[src/rtl/errmsg_pkg.sv]
`timescale 1ns/1ps
package errmsg_pkg;
    localparam int SYN_W = 32;
    localparam int FRM_W = 16;
    localparam int DWL_W = 10;
    localparam int BYT_W = 2;
    localparam int BIT_W = 3;
    localparam int TYP_W = 4;
    localparam int MSG_W = SYN_W + FRM_W + DWL_W + BYT_W + BIT_W + TYP_W;
    localparam int CNT_W = $clog2(MSG_W);
    localparam int SIG_W = 32;

    // first member lands at the most significant end
    typedef struct packed {
        logic [SYN_W-1:0] syndrome;
        logic [FRM_W-1:0] frame;
        logic [DWL_W-1:0] dword;
        logic [BYT_W-1:0] byte_off;
        logic [BIT_W-1:0] bit_off;
        logic [TYP_W-1:0] etype;
    } emr_t;

    typedef enum logic {
        ST_IDLE  = 1'b0,
        ST_SHIFT = 1'b1
    } rd_state_e;
endpackage

[src/rtl/errmsg_capture.sv]
`timescale 1ns/1ps
module errmsg_capture
    import errmsg_pkg::*;
(
    input  logic             clk,
    input  logic             rst_n,
    input  logic             valid_i,
    input  logic [SYN_W-1:0] syndrome_i,
    input  logic [FRM_W-1:0] frame_i,
    input  logic [DWL_W-1:0] dword_i,
    input  logic [BYT_W-1:0] byte_i,
    input  logic [BIT_W-1:0] bit_i,
    input  logic [TYP_W-1:0] type_i,
    output logic [MSG_W-1:0] emr_o,
    output logic             tick_o
);
    emr_t emr_d;
    emr_t emr_q;
    logic tick_q;

    always_comb begin
        emr_d.syndrome = syndrome_i;
        emr_d.frame    = frame_i;
        emr_d.dword    = dword_i;
        emr_d.byte_off = byte_i;
        emr_d.bit_off  = bit_i;
        emr_d.etype    = type_i;
    end

    always_ff @(posedge clk or negedge rst_n) begin
        if (!rst_n) begin
            emr_q  <= '0;
            tick_q <= 1'b0;
        end else begin
            tick_q <= valid_i;
            if (valid_i) begin
                emr_q <= emr_d;
            end
        end
    end

    assign emr_o  = emr_q;
    assign tick_o = tick_q;
endmodule

[src/rtl/errmsg_sig_reg.sv]
`timescale 1ns/1ps
module errmsg_sig_reg
    import errmsg_pkg::*;
(
    input  logic             clk,
    input  logic             rst_n,
    input  logic             load_i,
    input  logic [SIG_W-1:0] value_i,
    output logic             err_o
);
    logic [SIG_W-1:0] sig_q;

    always_ff @(posedge clk or negedge rst_n) begin
        if (!rst_n) begin
            sig_q <= '0;
        end else if (load_i) begin
            sig_q <= value_i;
        end
    end

    assign err_o = |sig_q;
endmodule

[src/rtl/errmsg_readout_path.sv]
`timescale 1ns/1ps
module errmsg_readout_path
    import errmsg_pkg::*;
(
    input  logic             clk,
    input  logic             rst_n,
    input  logic [MSG_W-1:0] emr_i,
    input  logic             tick_i,
    input  logic             ld_en_i,
    input  logic             sh_en_i,
    output logic             so_o,
    output logic             busy_o,
    output logic             ovf_o,
    output logic [MSG_W-1:0] upd_o
);
    rd_state_e        state_q, state_d;
    logic [MSG_W-1:0] upd_q;
    logic [MSG_W-1:0] shr_q;
    logic [CNT_W-1:0] cnt_q;
    logic             held_q;
    logic             defer_q;
    logic             ovf_q;
    logic             start, step;
    logic             pend;

    assign pend = tick_i | defer_q;

    // next-state decode
    always_comb begin
        state_d = state_q;
        start   = 1'b0;
        step    = 1'b0;
        unique case (state_q)
            ST_IDLE: begin
                if (ld_en_i) begin
                    start   = 1'b1;
                    state_d = ST_SHIFT;
                end
            end
            ST_SHIFT: begin
                if (sh_en_i) begin
                    step = 1'b1;
                    if (cnt_q == CNT_W'(MSG_W - 1)) begin
                        state_d = ST_IDLE;
                    end
                end
            end
            default: state_d = ST_IDLE;
        endcase
    end

    // state register
    always_ff @(posedge clk or negedge rst_n) begin
        if (!rst_n) begin
            state_q <= ST_IDLE;
        end else begin
            state_q <= state_d;
        end
    end

    // staging, serial and flag registers
    always_ff @(posedge clk or negedge rst_n) begin
        if (!rst_n) begin
            upd_q   <= '0;
            shr_q   <= '0;
            cnt_q   <= '0;
            held_q  <= 1'b0;
            defer_q <= 1'b0;
            ovf_q   <= 1'b0;
        end else if (state_q == ST_IDLE) begin
            if (start) begin
                shr_q   <= upd_q;
                cnt_q   <= '0;
                held_q  <= 1'b0;
                defer_q <= pend;
                if (defer_q && tick_i) begin
                    ovf_q <= 1'b1;
                end
            end else if (pend) begin
                upd_q   <= emr_i;
                held_q  <= 1'b1;
                defer_q <= 1'b0;
                if (held_q || (defer_q && tick_i)) begin
                    ovf_q <= 1'b1;
                end
            end
        end else begin
            if (step) begin
                shr_q <= shr_q >> 1;
                cnt_q <= cnt_q + 1'b1;
            end
            if (tick_i) begin
                defer_q <= 1'b1;
                if (defer_q) begin
                    ovf_q <= 1'b1;
                end
            end
        end
    end

    // outputs
    always_comb begin
        so_o   = shr_q[0];
        busy_o = (state_q == ST_SHIFT);
        ovf_o  = ovf_q;
        upd_o  = upd_q;
    end
endmodule

[src/rtl/errmsg_readout.sv]
`timescale 1ns/1ps
module errmsg_readout
    import errmsg_pkg::*;
#(
    parameter int NPATH = 2
) (
    input  logic             clk,
    input  logic             rst_n,
    input  logic             msg_valid,
    input  logic [SYN_W-1:0] msg_syndrome,
    input  logic [FRM_W-1:0] msg_frame,
    input  logic [DWL_W-1:0] msg_dword,
    input  logic [BYT_W-1:0] msg_byte,
    input  logic [BIT_W-1:0] msg_bit,
    input  logic [TYP_W-1:0] msg_type,
    input  logic             sig_valid,
    input  logic [SIG_W-1:0] sig_value,
    output logic             crc_err,
    input  logic [NPATH-1:0] rd_load,
    input  logic [NPATH-1:0] rd_shift,
    output logic [NPATH-1:0] rd_sout,
    output logic [NPATH-1:0] rd_busy,
    output logic [NPATH-1:0] rd_ovf
);
    logic [MSG_W-1:0]            emr_q;
    logic                        emr_tick;
    logic [NPATH-1:0][MSG_W-1:0] upd_word;

    errmsg_capture u_capture (
        .clk        (clk),
        .rst_n      (rst_n),
        .valid_i    (msg_valid),
        .syndrome_i (msg_syndrome),
        .frame_i    (msg_frame),
        .dword_i    (msg_dword),
        .byte_i     (msg_byte),
        .bit_i      (msg_bit),
        .type_i     (msg_type),
        .emr_o      (emr_q),
        .tick_o     (emr_tick)
    );

    errmsg_sig_reg u_sig (
        .clk     (clk),
        .rst_n   (rst_n),
        .load_i  (sig_valid),
        .value_i (sig_value),
        .err_o   (crc_err)
    );

    for (genvar g = 0; g < NPATH; g++) begin : g_path
        errmsg_readout_path u_path (
            .clk     (clk),
            .rst_n   (rst_n),
            .emr_i   (emr_q),
            .tick_i  (emr_tick),
            .ld_en_i (rd_load[g]),
            .sh_en_i (rd_shift[g]),
            .so_o    (rd_sout[g]),
            .busy_o  (rd_busy[g]),
            .ovf_o   (rd_ovf[g]),
            .upd_o   (upd_word[g])
        );
    end
endmodule

[config.mk]
export PLATFORM = sky130hd
export DESIGN_NAME = errmsg_readout
export DESIGN_NICKNAME = d
export VERILOG_FILES = /design/src/rtl/errmsg_pkg.sv /design/src/rtl/errmsg_capture.sv /design/src/rtl/errmsg_sig_reg.sv /design/src/rtl/errmsg_readout_path.sv /design/src/rtl/errmsg_readout.sv
export SDC_FILE = /design/constraint.sdc
export NUM_CORES = 1
export LEC_CHECK = 0
export BUFFER_PORTS_ARGS = -buffer_cell sky130_fd_sc_hd__buf_2
export CORE_AREA = 2 2 175 177
export CTS_CLUSTER_DIAMETER = 100
export CTS_CLUSTER_SIZE = 25
export DETAILED_ROUTE_END_ITERATION = 16
export DIE_AREA = 0 0 177 179
export PLACE_DENSITY_LB_ADDON = 0.2
export RECOVER_POWER = 50
export SKIP_CTS_REPAIR_TIMING = 1
export SLEW_MARGIN = 30
export SYNTH_ARGS = -nofsm -noshare
export SYNTH_HDL_FRONTEND = slang
export SYNTH_SLANG_ARGS = --single-unit
[constraint.sdc]
create_clock -name clk -period 4.05 [get_ports clk]
set_input_delay 0 -clock clk [delete_from_list [all_inputs] [get_ports clk]]
set_output_delay 0 -clock clk [all_outputs]
set_load 0.01 [all_outputs]
==> results.md <==
- First-pass GRT wire length: 46700 um
- Vias in the first global route: 8961
- Library cells used by synthesis: 41
- Switching Share: 24.5%
- Total GRT Usage: 18.0%
- P_int: 5.61 mW
- Total of max-cap violations: 1
- Cts bufs inserted: 19
- Reg-to-reg endpoint: g_path[1].u_path.cnt_q[6]
- Commonest non-fill, non-tap cell in the layout: dfrtp_1
- Clock transition at path regs: 0.09 ns
- Initial DRC count: 493
- Fill count: 2391
- Crit share post-route: 74.1%
- Largest net degree at the start of global routing: 136
- NetSw: 1.82 mW
- Via/cell ratio: 5.29
- Port Buffers: 113
- Remaining antenna violation count: 0
- DP Wirelength: 16500 um
- Reg-to-Reg Start: g_path[1].u_path.busy_o
- H-tree levels: 1
- Via count: 9403
- Longest Clk Path Bufs: 3
- Netlist Area Pre-Place: 16100 um^2
- Worst Setup End Kind: flip-flop
- Cell row count: 64
- Ant. Diodes: 0
- Grt ovf: 0
- Clk pwr share: 27.7%
- Commonest non-fill, non-tap cells in the layout: 388 x dfrtp_1, 183 x mux2_2, 143 x nand2_1
- Die area: 31700 um^2
- Flops & latches, synth: 390
- Final Hold Viols: 0
- Nets@finish: 1490
- Ys async rst share: 100%
- Crit-path max FO: 46
- DRC Markers: 0
- CTS root buffer: clkbuf_16
- HP Start: sig_valid
- Required time worst endpoint: 4.46 ns
- Die width: 177 um
- GR peak layer: met2
- Post-Syn Nets: 1300
- FF-to-FF setup slack: 1.47 ns
- Hold path depth: 2
- Power Density: 400 nW/um^2
- Layout overhead on the synthesized area: 15.4%
- Drt first pass iters: 4
- Ys Warns: 0
- Hold Crit Class: in -> reg
- WHS Endpoint: u_sig.sig_q[31]
- Crit path time final: 3.00 ns
- Leak pwr: 9.21 nW
- Failing checks: max-capacitance violations, max-slew violations
- Slew headroom: -81.6%
- Reg2Reg Depth: 4
- Status: finished with violations
- Comb pwr share: 10.8%
- Met1 usage: 27.0%
- Clock latency at the later pin of the worst-skew pair: 0.54 ns
- CP Class: in -> reg
- Initial antenna violation count: 0
- Number of synthesized flops with an enable pin: 0
- FMAX: 333 MHz
- Initial Util: 53.6%
- Post-synthesis sequential area ratio: 60.7%
- CTS sink count: 390
- Worst Tran Pin Value: 2.72 ns
- Core area: 30000 um^2
- Final Slew Violations: 47
- Mean Syn Cell Area: 13.5 um^2
- GPL Wtd Cong: 0.679
- RSZ-0062 raised after global routing: false
- Largest vdd supply drop: 0.000323 V
- Setup Skew: 0.0243 ns
- Ports: 114
- CP arrival: 3.41 ns
- Post-synth top flop: dfrtp_1
- Cell count after synthesis: 1189
- Met2 GRT Util: 28.5%
- Final wirelength: 28900 um
- Crit path launch type: primary input
- Met3 Use GR: 2.37%
- Final setup fails: 0
- WHS: 0.147 ns
- Die Span Y: 179 um
- Seq pwr share: 61.5%
- Routed WL per cell: 16.3 um
- Ratio of cells with drive above 1 in the final layout: 26.4%
- CTS tree: yes
- Total Neg Setup Slack: 0 ns
power by group through the flow:
stage	registers (mW)	logic [mW]	clock network [mW]
after floorplan	4.55	0.507	0
final	4.57	0.805	2.06
after global placement	4.63	0.680	0
after global routing	4.63	0.920	2.27
after CTS	4.57	0.713	2.15
after detailed placement	4.65	0.712	0
worst max path at each step:
stage / depth (start not counted) / endpoint / from
2_1_floorplan: 5 / g_path[0].u_path.upd_o[36] / g_path[0].u_path.busy_o
3_3_place_gp: 4 / g_path[1].u_path.cnt_q[2] / g_path[1].u_path.busy_o
3_5_place_dp: 3 / g_path[1].u_path.shr_q[11] / g_path[1].u_path.busy_o
4_1_cts: 4 / g_path[1].u_path.cnt_q[2] / g_path[1].u_path.busy_o
5_1_grt: 3 / u_capture.emr_o[30] / msg_valid
6_report: 3 / u_capture.emr_o[30] / msg_valid
synthesized netlist by cell type, types with 2 or more instances:
cell	n	share of area, %
nor2_2	2	0.078
inv_1	3	0.070
o31ai_1	5	0.23
o21a_1	3	0.14
mux2_2	183	13
nand2b_1	3	0.12
nor2_1	8	0.19
nand2_1	143	3.3
mux2_1	20	1.4
clkbuf_1	17	0.40
ha_1	4	0.31
nor4_1	10	0.39
o21ai_1	20	0.62
mux2i_1	134	8.3
mux2_4	30	2.8
o21bai_1	3	0.14
o21ai_0	117	3.6
buf_2	25	0.78
buf_6	9	0.63
nor3_4	2	0.20
a22oi_1	2	0.093
clkbuf_4	3	0.14
o211ai_1	5	0.23
nand4_1	6	0.23
buf_4	23	1.1
dfrtp_1	390	61
nand3_1	5	0.16
metrics by stage:
stage,power (mW),area [um^2],utilization (%),setup slack [ns],std cells
global placement,5.31,16800,56.0,1.48,1632
floorplan,5.06,16100,-,2.57,1189
finish,7.43,18600,61.8,1.05,1777
CTS,7.43,17300,57.7,1.42,1655
global route,7.82,18600,61.8,0.661,1777
detailed placement,5.36,16800,56.0,1.43,1632
final cells by class:
class / instances / area (um^2) / share of cell area (%)
Sequential cell: 390 / 9770 / 52.6
Clock buffer: 20 / 479 / 2.58
Multi-Input combinational cell: 719 / 5840 / 31.5
Timing Repair Buffer: 246 / 1950 / 10.5
Clock inverter: 3 / 23.8 / 0.128
Tap cell: 396 / 495 / 2.67
Inverter: 3 / 11.3 / 0.0607
registers in the layout (all words and copies together) (netlist names), 2 cells and up:
| name | cells |
|---|---|
| g_path.u_path.busy_o | 2 |
| u_sig.sig_q | 32 |
| g_path.u_path.cnt_q | 14 |
| g_path.u_path.defer_q | 2 |
| g_path.u_path.ovf_o | 2 |
| g_path.u_path.upd_o | 134 |
| g_path.u_path.held_q | 2 |
| u_capture.emr_o | 67 |
| g_path.u_path.shr_q | 134 |
layer usage:
metal | wire [um] | vias up
li1 | - | 4532
met1 | 14000 | 4730
met2 | 13600 | 119
met3 | 893 | 22
met4 | 351 | 0
met5 | 0 | -
critical path, cell delays in order:
cell and delay, ns:
clkbuf_1 0.90, clkbuf_1 1.99, mux2_2 0.48
cells by family after synthesis:
group	after synthesis	share of synthesized area, %
AO/OA/AOI/OAI	160	5.34
flip-flops	390	60.7
multiplexers	368	25.5
adder cells (fa/ha/maj)	4	0.311
buffers and inverters	80	3.09
XOR/XNOR	2	0.109
AND/OR/NAND/NOR	185	4.99
(Power assumes the default switching activity.)
